==> src/rtl/bank_map_pkg.sv <==
package bank_map_pkg;

    // Register targeted by a decoded CPU write
    typedef enum logic [2:0] {
        TGT_NONE,
        TGT_PRG0,
        TGT_PRG1,
        TGT_MIRROR,
        TGT_MODE,
        TGT_CHR
    } wr_tgt_e;

    // 8 KB program window selected by cpu_addr[14:13]
    typedef enum logic [1:0] {
        WIN_LO  = 2'd0,
        WIN_MID = 2'd1,
        WIN_HI  = 2'd2,
        WIN_TOP = 2'd3
    } prg_win_e;

    localparam logic [3:0] PAGE_PRG0   = 4'h8;
    localparam logic [3:0] PAGE_CTRL   = 4'h9;
    localparam logic [3:0] PAGE_PRG1   = 4'hA;
    localparam logic [3:0] PAGE_CHR_LO = 4'hB;

endpackage

==> src/rtl/bank_wr_decode.sv <==
module bank_wr_decode
    import bank_map_pkg::*;
#(
    parameter int CHR_IDX_W = 3
) (
    input  logic [3:0]           addr_page,
    input  logic [7:0]           addr_low,
    output wr_tgt_e              tgt,
    output logic [CHR_IDX_W-1:0] chr_idx,
    output logic                 chr_hi
);
    logic [1:0] folded;
    logic [3:0] chr_off;

    always_comb begin
        // Alias folding of the low address byte into the register select bits
        folded  = addr_low[1:0] | addr_low[3:2] | addr_low[5:4] | addr_low[7:6];
        chr_off = addr_page - PAGE_CHR_LO;
        chr_idx = {chr_off[CHR_IDX_W-2:0], folded[1]};
        chr_hi  = folded[0];
        unique case (addr_page)
            PAGE_PRG0:                tgt = TGT_PRG0;
            PAGE_CTRL:                tgt = folded[1] ? TGT_MODE : TGT_MIRROR;
            PAGE_PRG1:                tgt = TGT_PRG1;
            4'hB, 4'hC, 4'hD, 4'hE:   tgt = TGT_CHR;
            default:                  tgt = TGT_NONE;
        endcase
    end

endmodule

==> src/rtl/bank_regs.sv <==
module bank_regs
    import bank_map_pkg::*;
#(
    parameter int PRG_W     = 5,
    parameter int CHR_W     = 8,
    parameter int CHR_N     = 8,
    parameter bit PAIR_MODE = 1'b0,
    localparam int CHR_IDX_W = $clog2(CHR_N),
    localparam int NIB       = CHR_W / 2
) (
    input  logic                        clk,
    input  logic                        rst_n,
    input  logic                        wr_en,
    input  wr_tgt_e                     tgt,
    input  logic [CHR_IDX_W-1:0]        chr_idx,
    input  logic                        chr_hi,
    input  logic [7:0]                  wr_data,
    output logic [PRG_W-1:0]            prg0_q,
    output logic [PRG_W-1:0]            prg1_q,
    output logic [1:0]                  mirror_q,
    output logic                        swap_q,
    output logic [CHR_N-1:0][CHR_W-1:0] chr_q
);
    logic             ld_prg0, ld_prg1;
    logic [PRG_W-1:0] prg0_d, prg1_d;

    generate
        if (PAIR_MODE) begin : g_pair
            // One write loads an even/odd pair; the 0x8000 group is dead
            always_comb begin
                ld_prg0 = wr_en && (tgt == TGT_PRG1);
                ld_prg1 = ld_prg0;
                prg0_d  = {wr_data[PRG_W-2:0], 1'b0};
                prg1_d  = {wr_data[PRG_W-2:0], 1'b1};
            end
        end else begin : g_split
            always_comb begin
                ld_prg0 = wr_en && (tgt == TGT_PRG0);
                ld_prg1 = wr_en && (tgt == TGT_PRG1);
                prg0_d  = wr_data[PRG_W-1:0];
                prg1_d  = wr_data[PRG_W-1:0];
            end

            AST_PRG0_LOAD: assert property (@(posedge clk) disable iff (!rst_n)
                (wr_en && tgt == TGT_PRG0) |=> prg0_q == $past(wr_data[PRG_W-1:0]));
        end
    endgenerate

    always_ff @(posedge clk or negedge rst_n) begin
        if (!rst_n) begin
            prg0_q   <= '0;
            prg1_q   <= '0;
            mirror_q <= '0;
            swap_q   <= 1'b0;
            chr_q    <= '0;
        end else begin
            if (ld_prg0) prg0_q <= prg0_d;
            if (ld_prg1) prg1_q <= prg1_d;
            if (wr_en && tgt == TGT_MIRROR && wr_data != 8'hFF) mirror_q <= wr_data[1:0];
            if (wr_en && tgt == TGT_MODE) swap_q <= wr_data[1];
            if (wr_en && tgt == TGT_CHR) begin
                if (chr_hi) chr_q[chr_idx][CHR_W-1:NIB] <= wr_data[NIB-1:0];
                else        chr_q[chr_idx][NIB-1:0]     <= wr_data[NIB-1:0];
            end
        end
    end

    AST_MIRROR_FF_IGNORED: assert property (@(posedge clk) disable iff (!rst_n)
        (wr_en && tgt == TGT_MIRROR && wr_data == 8'hFF) |=> $stable(mirror_q));

    AST_IDLE_HOLD: assert property (@(posedge clk) disable iff (!rst_n)
        (!wr_en || tgt == TGT_NONE) |=> ($stable(prg0_q) && $stable(prg1_q) &&
            $stable(mirror_q) && $stable(swap_q) && $stable(chr_q)));

    AST_CHR_KEEP_HI: assert property (@(posedge clk) disable iff (!rst_n)
        (wr_en && tgt == TGT_CHR && !chr_hi) |=>
            chr_q[$past(chr_idx)][CHR_W-1:NIB] == $past(chr_q[chr_idx][CHR_W-1:NIB]));

endmodule

==> src/rtl/prg_window_map.sv <==
module prg_window_map
    import bank_map_pkg::*;
#(
    parameter int PRG_W     = 5,
    parameter bit OUTER_BIT = 1'b1
) (
    input  logic [2:0]       addr_top,
    input  logic [PRG_W-1:0] prg0_q,
    input  logic [PRG_W-1:0] prg1_q,
    input  logic             swap_q,
    output logic [PRG_W:0]   bank,
    output logic             rom_hit,
    output logic             ram_hit
);
    localparam logic [PRG_W-1:0] BANK_LAST = {PRG_W{1'b1}};
    localparam logic [PRG_W-1:0] BANK_PREV = BANK_LAST - 1'b1;

    prg_win_e         win;
    logic [PRG_W-1:0] sel;

    always_comb begin
        rom_hit = addr_top[2];
        ram_hit = (addr_top == 3'b011);
        win     = prg_win_e'(addr_top[1:0]);
        unique case (win)
            WIN_LO:  sel = swap_q ? BANK_PREV : prg0_q;
            WIN_MID: sel = prg1_q;
            WIN_HI:  sel = swap_q ? prg0_q : BANK_PREV;
            WIN_TOP: sel = BANK_LAST;
            default: sel = BANK_LAST;
        endcase
        bank = rom_hit ? {OUTER_BIT, sel} : '0;
    end

endmodule

==> src/rtl/chr_window_map.sv <==
module chr_window_map #(
    parameter int CHR_W = 8,
    parameter int CHR_N = 8,
    localparam int CHR_IDX_W = $clog2(CHR_N)
) (
    input  logic [CHR_IDX_W-1:0]        slice,
    input  logic [CHR_N-1:0][CHR_W-1:0] chr_q,
    output logic [CHR_W-1:0]            bank
);
    always_comb bank = chr_q[slice];
endmodule

==> src/rtl/bank_map_decoder.sv <==
module bank_map_decoder
    import bank_map_pkg::*;
#(
    parameter int PRG_W     = 5,
    parameter int CHR_W     = 8,
    parameter int CHR_N     = 8,
    parameter bit OUTER_BIT = 1'b1,
    parameter bit PAIR_MODE = 1'b0
) (
    input  logic             clk,
    input  logic             rst_n,
    input  logic             cpu_wr,
    input  logic [15:0]      cpu_addr,
    input  logic [7:0]       cpu_wdata,
    input  logic [12:0]      chr_addr,
    output logic [PRG_W:0]   prg_bank,
    output logic             prg_hit,
    output logic             wram_hit,
    output logic [CHR_W-1:0] chr_bank,
    output logic [1:0]       mirror_mode
);
    localparam int CHR_IDX_W = $clog2(CHR_N);

    wr_tgt_e                     tgt;
    logic [CHR_IDX_W-1:0]        chr_idx;
    logic                        chr_hi;
    logic [PRG_W-1:0]            prg0_q, prg1_q;
    logic                        swap_q;
    logic [CHR_N-1:0][CHR_W-1:0] chr_q;

    bank_wr_decode #(.CHR_IDX_W(CHR_IDX_W)) u_decode (
        .addr_page (cpu_addr[15:12]),
        .addr_low  (cpu_addr[7:0]),
        .tgt       (tgt),
        .chr_idx   (chr_idx),
        .chr_hi    (chr_hi)
    );

    bank_regs #(
        .PRG_W(PRG_W), .CHR_W(CHR_W), .CHR_N(CHR_N), .PAIR_MODE(PAIR_MODE)
    ) u_regs (
        .clk      (clk),
        .rst_n    (rst_n),
        .wr_en    (cpu_wr),
        .tgt      (tgt),
        .chr_idx  (chr_idx),
        .chr_hi   (chr_hi),
        .wr_data  (cpu_wdata),
        .prg0_q   (prg0_q),
        .prg1_q   (prg1_q),
        .mirror_q (mirror_mode),
        .swap_q   (swap_q),
        .chr_q    (chr_q)
    );

    prg_window_map #(.PRG_W(PRG_W), .OUTER_BIT(OUTER_BIT)) u_prg_map (
        .addr_top (cpu_addr[15:13]),
        .prg0_q   (prg0_q),
        .prg1_q   (prg1_q),
        .swap_q   (swap_q),
        .bank     (prg_bank),
        .rom_hit  (prg_hit),
        .ram_hit  (wram_hit)
    );

    chr_window_map #(.CHR_W(CHR_W), .CHR_N(CHR_N)) u_chr_map (
        .slice (chr_addr[12:10]),
        .chr_q (chr_q),
        .bank  (chr_bank)
    );

    always_comb begin
        if (prg_hit && cpu_addr[14:13] == 2'b11)
            AST_TOP_FIXED: assert (prg_bank[PRG_W-1:0] == {PRG_W{1'b1}});
    end

endmodule

==> config.mk <==
export PLATFORM = sky130hd
export DESIGN_NAME = bank_map_decoder
export DESIGN_NICKNAME = d
export VERILOG_FILES = /design/src/rtl/bank_map_pkg.sv /design/src/rtl/bank_wr_decode.sv /design/src/rtl/bank_regs.sv /design/src/rtl/prg_window_map.sv /design/src/rtl/chr_window_map.sv /design/src/rtl/bank_map_decoder.sv
export SDC_FILE = /design/constraint.sdc
export NUM_CORES = 1
export LEC_CHECK = 0
export CAP_MARGIN = 10
export CELL_PAD_IN_SITES_DETAIL_PLACEMENT = 1
export CELL_PAD_IN_SITES_GLOBAL_PLACEMENT = 1
export CORE_ASPECT_RATIO = 1.4
export CORE_MARGIN = 2
export CORE_UTILIZATION = 45
export CTS_BUF_LIST = sky130_fd_sc_hd__clkbuf_4 sky130_fd_sc_hd__clkbuf_8
export DETAILED_ROUTE_END_ITERATION = 16
export DONT_BUFFER_PORTS = 1
export GPL_TIMING_DRIVEN = 0
export PLACE_DENSITY_LB_ADDON = 0.1
export SETUP_SLACK_MARGIN = 0.15
export SYNTH_ARGS = -nofsm -noshare
export SYNTH_HDL_FRONTEND = slang
export SYNTH_SLANG_ARGS = --single-unit
export TNS_END_PERCENT = 1
==> constraint.sdc <==
create_clock -name clk -period 1.53 [get_ports clk]
set_clock_uncertainty 0.2 [all_clocks]
set_input_delay 0.0765 -clock clk [delete_from_list [all_inputs] [get_ports clk]]
set_output_delay 0.0765 -clock clk [all_outputs]
set_load 0.02 [all_outputs]
; After elaboration in Yosys (flattened, before gate mapping)
; Index checks and enable logic that the tools add are counted.
[word_totals]
ff_bits = 77
wordCells = 60
out_inout_bits = 18
in_bits = 40
[classes]
magnitude_cmp = 3
muxes = 15
add_sub_neg = 1
n_bitwise = 3
eq_ne = 17
n_reduce_logical = 9
[ops]
columns = operator, count
row1 = $bwmux 64, 2
row2 = $mux 64, 1
row3 = $demux 8 s3, 2
row4 = $eq 4x4->1 const B, 7
row5 = $bmux 8 s3, 1
row6 = $pmux 5 s4, 1
row7 = $mux 8, 2
row8 = $pmux 3 s4, 1
row9 = $mux 5, 2
row10 = $eq 3x2->1 const B, 3
row11 = $lt 3x4->1 const B, 2
row12 = $ne 8x8->1 const B, 1
row13 = $logic_and 1x1->1, 7
row14 = $eq 3x3->1 const B, 2
row15 = $mux 6, 1
row16 = $or 2x2->2, 3
row17 = $eq 2x2->1 const B, 2
row18 = $mux 4, 1
row19 = $reduce_or 4->1, 1
row20 = $eq 3x1->1 const B, 1
row21 = $ge 3x1->1 const B, 1
row22 = $mux 3, 1
row23 = $eq 2x1->1 const B, 1
row24 = $logic_not 2->1, 1
row25 = $sub 2x2->2 const B, 1

; Logic depth before layout (Yosys ltp)
; Gate-level depths: netlist (run 1).
[logic_depth]
depth_word = 9
depth_mapped = 5
depth_no_buf = 4

; Modules after synthesis
; From an unflattened synthesis (run 1), not the netlist that was laid out.
[unflattened]
hier_cells = 265
hier_area_um2 = 4043.9
[by_module_without_submodules]
columns = mod, seq_area_each_um2, cells_each, area_per_inst_um2, instances
row1 = bank_regs, 1926.8, 199, 3201.8, 1
row2 = chr_window_map, 0.0, 29, 550.5, 1
row3 = bank_wr_decode, 0.0, 19, 147.6, 1
row4 = prg_window_map, 0.0, 18, 143.9, 1

; Worst setup path after synthesis (run 1)
; OpenSTA, ideal clock, no wires.
[synth_path]
path_type = input -> register
start = input cpu_addr[2]
end = register u_regs.chr_q[32] (netlist name)
setup_time_ns = 0.125
stages = 4
arrival_time_ns = 1.450
path_buffers = 1
path_slack_ns = -0.245
t_required_ns = 1.205
path_cell_list = or4_1 -> clkbuf_4 -> or3_4 -> mux2_4
[synth_between]
elab_chain_cells = 4
[synth_lines]
columns = element, line
row1 = start: declaration, bank_map_decoder.sv:13  ; input logic [15:0] cpu_addr,
row2 = $or 2x2->2 (3 in a row), bank_wr_decode.sv:17  ; folded = addr_low[1:0] | addr_low[3:2] | addr_low[5:4] | addr_low[7:6];
row3 = $mux 64, bank_regs.sv:62  ; if (chr_hi) chr_q[chr_idx][CHR_W-1:NIB] <= wr_data[NIB-1:0];
row4 = end signal: indexed assignment, bank_regs.sv:62
row5 = end signal: indexed assignment, bank_regs.sv:63  ; else chr_q[chr_idx][NIB-1:0] <= wr_data[NIB-1:0];
row6 = end: declaration, bank_regs.sv:22  ; output logic [CHR_N-1:0][CHR_W-1:0] chr_q
; No other way between the ends.
; A chain may end at the register's enable or synchronous reset.

; Final worst setup path (run 1)
[layout_path]
start = register u_regs.chr_q[48] (netlist name)
end = output chr_bank[0]
[layout_between]
elab_chain_cells = 2
[layout_lines]
columns = element, line
row1 = $bmux 8 s3, chr_window_map.sv:10  ; always_comb bank = chr_q[slice];
row2 = $mux 8 (implied by the code), chr_window_map.sv:10
row3 = end: declaration, bank_map_decoder.sv:19  ; output logic [CHR_W-1:0] chr_bank,
; No other way between the ends. The select of a mux whose other input is x is not followed.

==> impl_metrics.ini, run 1 <==
[power_and_ir_drop]
p_total_mw = 4.443
p_leak_nw = 1.949
ir_drop_mv = 0.6263
cellPowerDensity_nw_per_um2 = 1040

[placed_design]
dp_cells = 363
dp_hpwl_um = 5932
routabilityCongestion = 0.7653
port_buffers = 0

[yosys]
synth_area_leader_cell = dfrtp_1
synth-simple-area-share = 0.07728
synth_compound_area_frac = 0.01004
synth_top_family_by_area = multiplexers
synth_fa_ha_area_frac = 0
muxShareOfSynthArea = 0.3603
yosysSeqAreaShare = 0.5152
synth_edf_count = 0
synth_top_area_share = 0.5152
synth_xor_area_frac = 0.002342
synth_ff_type = dfrtp_1
netlist_instances = 261
synth_cell_types = 31
syn_area_sq_um = 3740
synth_nets = 301
ys_seq_elements = 77
yosysWarningCount = 0
postSynthAreaPerCell_sq_um = 14.33
synth_common_cells = 77 x dfrtp_1, 77 x mux2_2, 17 x nor2_1
ys_top_cells_by_area = dfrtp_1 52%, mux2_2 23%, mux4_2 9.6%
async_reset_ff_frac = 1.000

[setup_path]
cp.arrival_ns = 1.57
end_kind = primary output
crit_path_start = u_regs.chr_q[48]
worst_setup_path_start_kind = flop
path_class = flop to primary output
cp_max_fo = 2
worstReg2RegStart = u_regs.chr_q[48]
worstPathRequired_ns = 1.25

[timing]
period_needed_ns = 1.849
slew_headroom = 0.4536
fmaxAchievable_mhz = 541.0
slew_violations = 0
hold_ws_ns = -0.7922
setup_violations = 13
rsz0062_at_grt = yes
layout_setup_ws_ns = -0.3185
tightest_slew_ns = 0.8133
finalCritPeriodShare = 1.208
fin_setup_tns_ns = -3.008
finalHoldViolations = 117

[detailed_routing]
drt-total-wl_um = 8672
antenna_left = 0
vias_per_cell = 5.710
drt_iter0_drc = 88
drc = 0
routedWlPerCell_um = 22.64
drtPass1Iterations = 4
via_count = 2187

[global_routing]
grt_pass1_vias = 2558
grtUsageMet2 = 0.3620
antenna_found_initial = 0
grt_pass1_wl_um = 13930
track_usage = 0.2148
grt.busiest_layer = met2
overflow = 0
use_met1 = 0.2595
grt_use_met3 = 0.04457
grt_max_degree = 78

[layout]
instances_no_fill = 383
utilization = 0.5275
nNetsFinal = 317
drive_above_1_share = 0.5694
area_growth_pct = 14.25
antenna_cells = 0
fill_cells = 801

[floorplan]
ios = 58
coreArea_sq_um = 8100
die-area_sq_um = 9066
start_util = 0.4617
fp-row-count = 39
die_h_um = 111.9
die_x_um = 81.05

[clocking]
cts_tree = built
clkLatencyLatePin_ns = 0.36
numCtsBuffers = 9
htreeDepth = 3
clockBufferDepth = 2
cts.sinks = 77
root_buffer = clkbuf_8
postCtsHoldBufs = 3
path_clk_slew_ns = 0.07

[outcome]
violations = hold timing, setup timing
status = finished, violations left

[run]
cap_violations = 0

[worst_hold_path]
min_path_type = input pin to asynchronous set/reset pin
cells by family after synthesis:
family | Yosys count
compound gates | 7
xor+xnor | 1
buf+inv | 20
flops | 77
mux | 101
simple gates | 55
layout by cell type, fill, tap and decap left out, types with 3 or more instances in the layout:
cell type / count
nor3_1: 6
dfrtp_1: 76
nand2_1: 8
o21ai_0: 5
nor2_1: 5
clkbuf_8: 13
nand4_1: 3
nor2_2: 10
mux2_4: 20
clkbuf_1: 3
mux2_2: 65
clkbuf_2: 5
mux4_2: 16
nand3_1: 5
buf_4: 5
repair_timing:
action | in CTS | in global routing
resized for setup | 32 | 17
cloned | 0 | 0
pin swaps | 7 | 6
buffers inserted | 1 | 1
hold endpoints to repair | 113 | 114
endpoints found under the setup margin | 71 | 66
layer usage:
| layer | up-vias | part of all wire | wire [um] |
|---|---|---|---|
| li1 | 989 | - | - |
| met1 | 1140 | 0.40 | 3494 |
| met2 | 46 | 0.54 | 4674 |
| met3 | 12 | 0.036 | 311 |
| met4 | 0 | 0.022 | 193 |
| met5 | - | 0 | 0 |
stage by stage:
stage	setup WS, ns	cell area (sq um)
floorplan	-0.2448	3740
global placement	-0.7776	3867
detailed placement	-0.8192	3867
CTS	-0.3428	4203
global route	-0.3640	4273
finish	-0.3185	4273
worst max-delay path: stages, from the launching register on:
cell and delay (ns):
dfrtp_1 0.39, mux4_2 0.51, mux2_4 0.32
state kept, by name, indices dropped and copies added, names as in the netlist:
| signal | count |
|---|---|
| u_regs.swap_q | 1 |
| u_regs.mirror_q | 2 |
| u_regs.chr_q | 64 |
| u_regs.prg1_q | 5 |
| u_regs.prg0_q | 5 |
where the power goes:
group	internal [mW]	leakage (nW)	switching, mW
registers	2.25	1.02	0.117
logic	0.326	0.826	0.287
clock network	0.748	0.0994	0.715
total	3.32	1.95	1.12
worst paths after layout:
kind                                         end  slack (ns)  cells past startpoint
worst max-delay path                 chr_bank[0]       -0.32                      2
worst min-delay path            u_regs.chr_q[37]       -0.79                      0
worst max register to register  u_regs.chr_q[48]        0.34                      3
worst min register to register  u_regs.chr_q[36]        0.30                      1
max in group asynchronous        u_regs.chr_q[6]        1.79                      0
min in group clk                   u_regs.swap_q       -0.16                      3
area by class of cell:
type / instances / area (sq um) / share of cell area
multi-input cells: 164 / 1842 / 0.4310
clock inverters: 1 / 5.005 / 0.001171
repair buffers: 5 / 47.55 / 0.01113
flip-flops and latches: 77 / 1928 / 0.4512
well taps: 102 / 127.6 / 0.02987
clock buffers: 14 / 180.2 / 0.04217
plain buffers: 20 / 142.6 / 0.03338
Power figures use the tool's default switching activity.
==> run 2: changes to the inputs <==
CELL_PAD_IN_SITES_DETAIL_PLACEMENT = unset   (was 1)
CELL_PAD_IN_SITES_GLOBAL_PLACEMENT = unset   (was 1)
PLACE_DENSITY_LB_ADDON = unset   (was 0.1)
SETUP_SLACK_MARGIN = 0.3   (was 0.15)
==> run 2 against run 1 <==
Compared with the run above: the run still ends with hold timing, setup timing left; power rose by 4.4%; via count is 0.87% lower; maximum frequency is 0.81% higher; largest cell class is now multi-input gates; first-iteration DRC count decreased by 5.7%; combinational power grew 4.1%; critical endpoint is now chr_bank[4]; clock-buffer cell count fell by 1; clock power up 12%; sequential power hardly changed; die area unchanged; setup slack improved by 0.015 ns.
==> impl_metrics.ini, run 2 (same netlist as run 1, synthesis figures left out) <==
[clocking]
clkLatencyLatePin_ns = 0.35
clockBufferDepth = 2
cts.sinks = 77
numCtsBuffers = 9
htreeDepth = 3
root_buffer = clkbuf_8
postCtsHoldBufs = 2
cts_tree = built
path_clk_slew_ns = 0.08

[timing]
layout_setup_ws_ns = -0.3037
finalHoldViolations = 126
slew_headroom = 0.5320
rsz0062_at_grt = yes
setup_violations = 13
hold_ws_ns = -0.7892
finalCritPeriodShare = 1.198
slew_violations = 0
fmaxAchievable_mhz = 545.4
fin_setup_tns_ns = -2.825
tightest_slew_ns = 0.7021
period_needed_ns = 1.834

[power_and_ir_drop]
p_leak_nw = 1.972
cellPowerDensity_nw_per_um2 = 1050
ir_drop_mv = 0.7233

[run]
cap_violations = 0

[detailed_routing]
routedWlPerCell_um = 20.85
drt_iter0_drc = 83
antenna_left = 0
drt-total-wl_um = 7965
via_count = 2168
vias_per_cell = 5.675
drc = 0
drtPass1Iterations = 4

[setup_path]
cp.arrival_ns = 1.56
cp_max_fo = 2
end_kind = primary output
path_class = flop to primary output
worstPathRequired_ns = 1.25
crit_path_start = u_regs.chr_q[20]
worstReg2RegStart = u_regs.mirror_q[1]
worst_setup_path_start_kind = flop

[global_routing]
antenna_found_initial = 0
grt_pass1_vias = 2400
grt_pass1_wl_um = 12980
overflow = 0
grt_max_degree = 78
track_usage = 0.1969

[layout]
instances_no_fill = 382
regArea_sq_um = 1927
area_growth_pct = 18.13
regMostFlops = u_regs.chr_q
reg_top3 = u_regs.chr_q (64), u_regs.prg0_q (5), u_regs.prg1_q (5)
stdcell_area_sq_um = 4418
antenna_cells = 0
largest_reg_flops = 64
multi_input_area_sq_um = 1978
most-common-layout-cells = 77 x dfrtp_1, 46 x mux2_2, 39 x mux2_4
layout_commonest_cell = dfrtp_1
fill_cells = 704
drive_above_1_share = 0.5893
nNetsFinal = 315

[placed_design]
port_buffers = 0
dp_hpwl_um = 5433
place_area_sq_um = 3867
dp_cells = 363
routabilityCongestion = 0.8279

[floorplan]
ios = 58
die-area_sq_um = 9066
die_x_um = 81.05
fp-row-count = 39
die_h_um = 111.9
start_util = 0.4617
coreArea_sq_um = 8100

[outcome]
status = finished, violations left
violations = hold timing, setup timing

[worst_hold_path]
min_path_type = input pin to asynchronous set/reset pin
## run 2: worst max-delay path, stage by stage, from the launching register on
cell     delay [ns]
dfrtp_1        0.39
mux4_2         0.49
mux2_4         0.33
## run 2: routing by layer
metal | vias up | wire length, um | share of wire | global-route usage
li1 | 979 | - | - | -
met1 | 1136 | 3439 | 0.43 | 0.2497
met2 | 47 | 4076 | 0.51 | 0.3190
met3 | 6 | 340 | 0.043 | 0.05916
met4 | 0 | 109 | 0.014 | 0.06780
met5 | - | 0 | 0 | 0
## run 2: path summary, 6_finish.rpt
kind	end	slack [ns]	depth (start not counted)
max in group asynchronous	u_regs.chr_q[2]	1.79	0
min in group clk	u_regs.swap_q	-0.16	3
setup reg to reg	u_regs.mirror_q[1]	0.47	1
hold reg to reg	u_regs.chr_q[22]	0.31	1
setup / recovery	chr_bank[4]	-0.30	2
hold / removal	u_regs.chr_q[25]	-0.79	0
## run 2: final cells by class
class,instances,area share
Tap cell,102,0.02889
Timing Repair Buffer,3,0.006231
Buffer,20,0.03229
Sequential cell,77,0.4361
Multi-Input combinational cell,164,0.4477
Clock inverter,3,0.009629
Clock buffer,13,0.03908
## run 2: timing repair
item                                    in CTS  in global routing
pin swaps                                   10                 14
setup buffers                                1                  0
gates cloned                                 0                  0
endpoints found under the hold margin      125                126
resized for setup                           55                 27
endpoints found under the setup margin      84                 71
## run 2: per-stage QoR
stage	power, mW	utilization	setup slack (ns)
floorplan	2.827	-	-0.2448
global placement	2.932	0.4774	-0.6494
detailed placement	2.952	0.4774	-0.7017
CTS	4.660	0.5327	-0.3133
global route	4.841	0.5454	-0.3527
finish	4.638	0.5454	-0.3037
## run 2: power breakdown
group	switching [mW]	internal (mW)	total (mW)
Sequential	0.116	2.25	2.36
Clock	0.734	0.903	1.64
Combinational	0.280	0.357	0.637
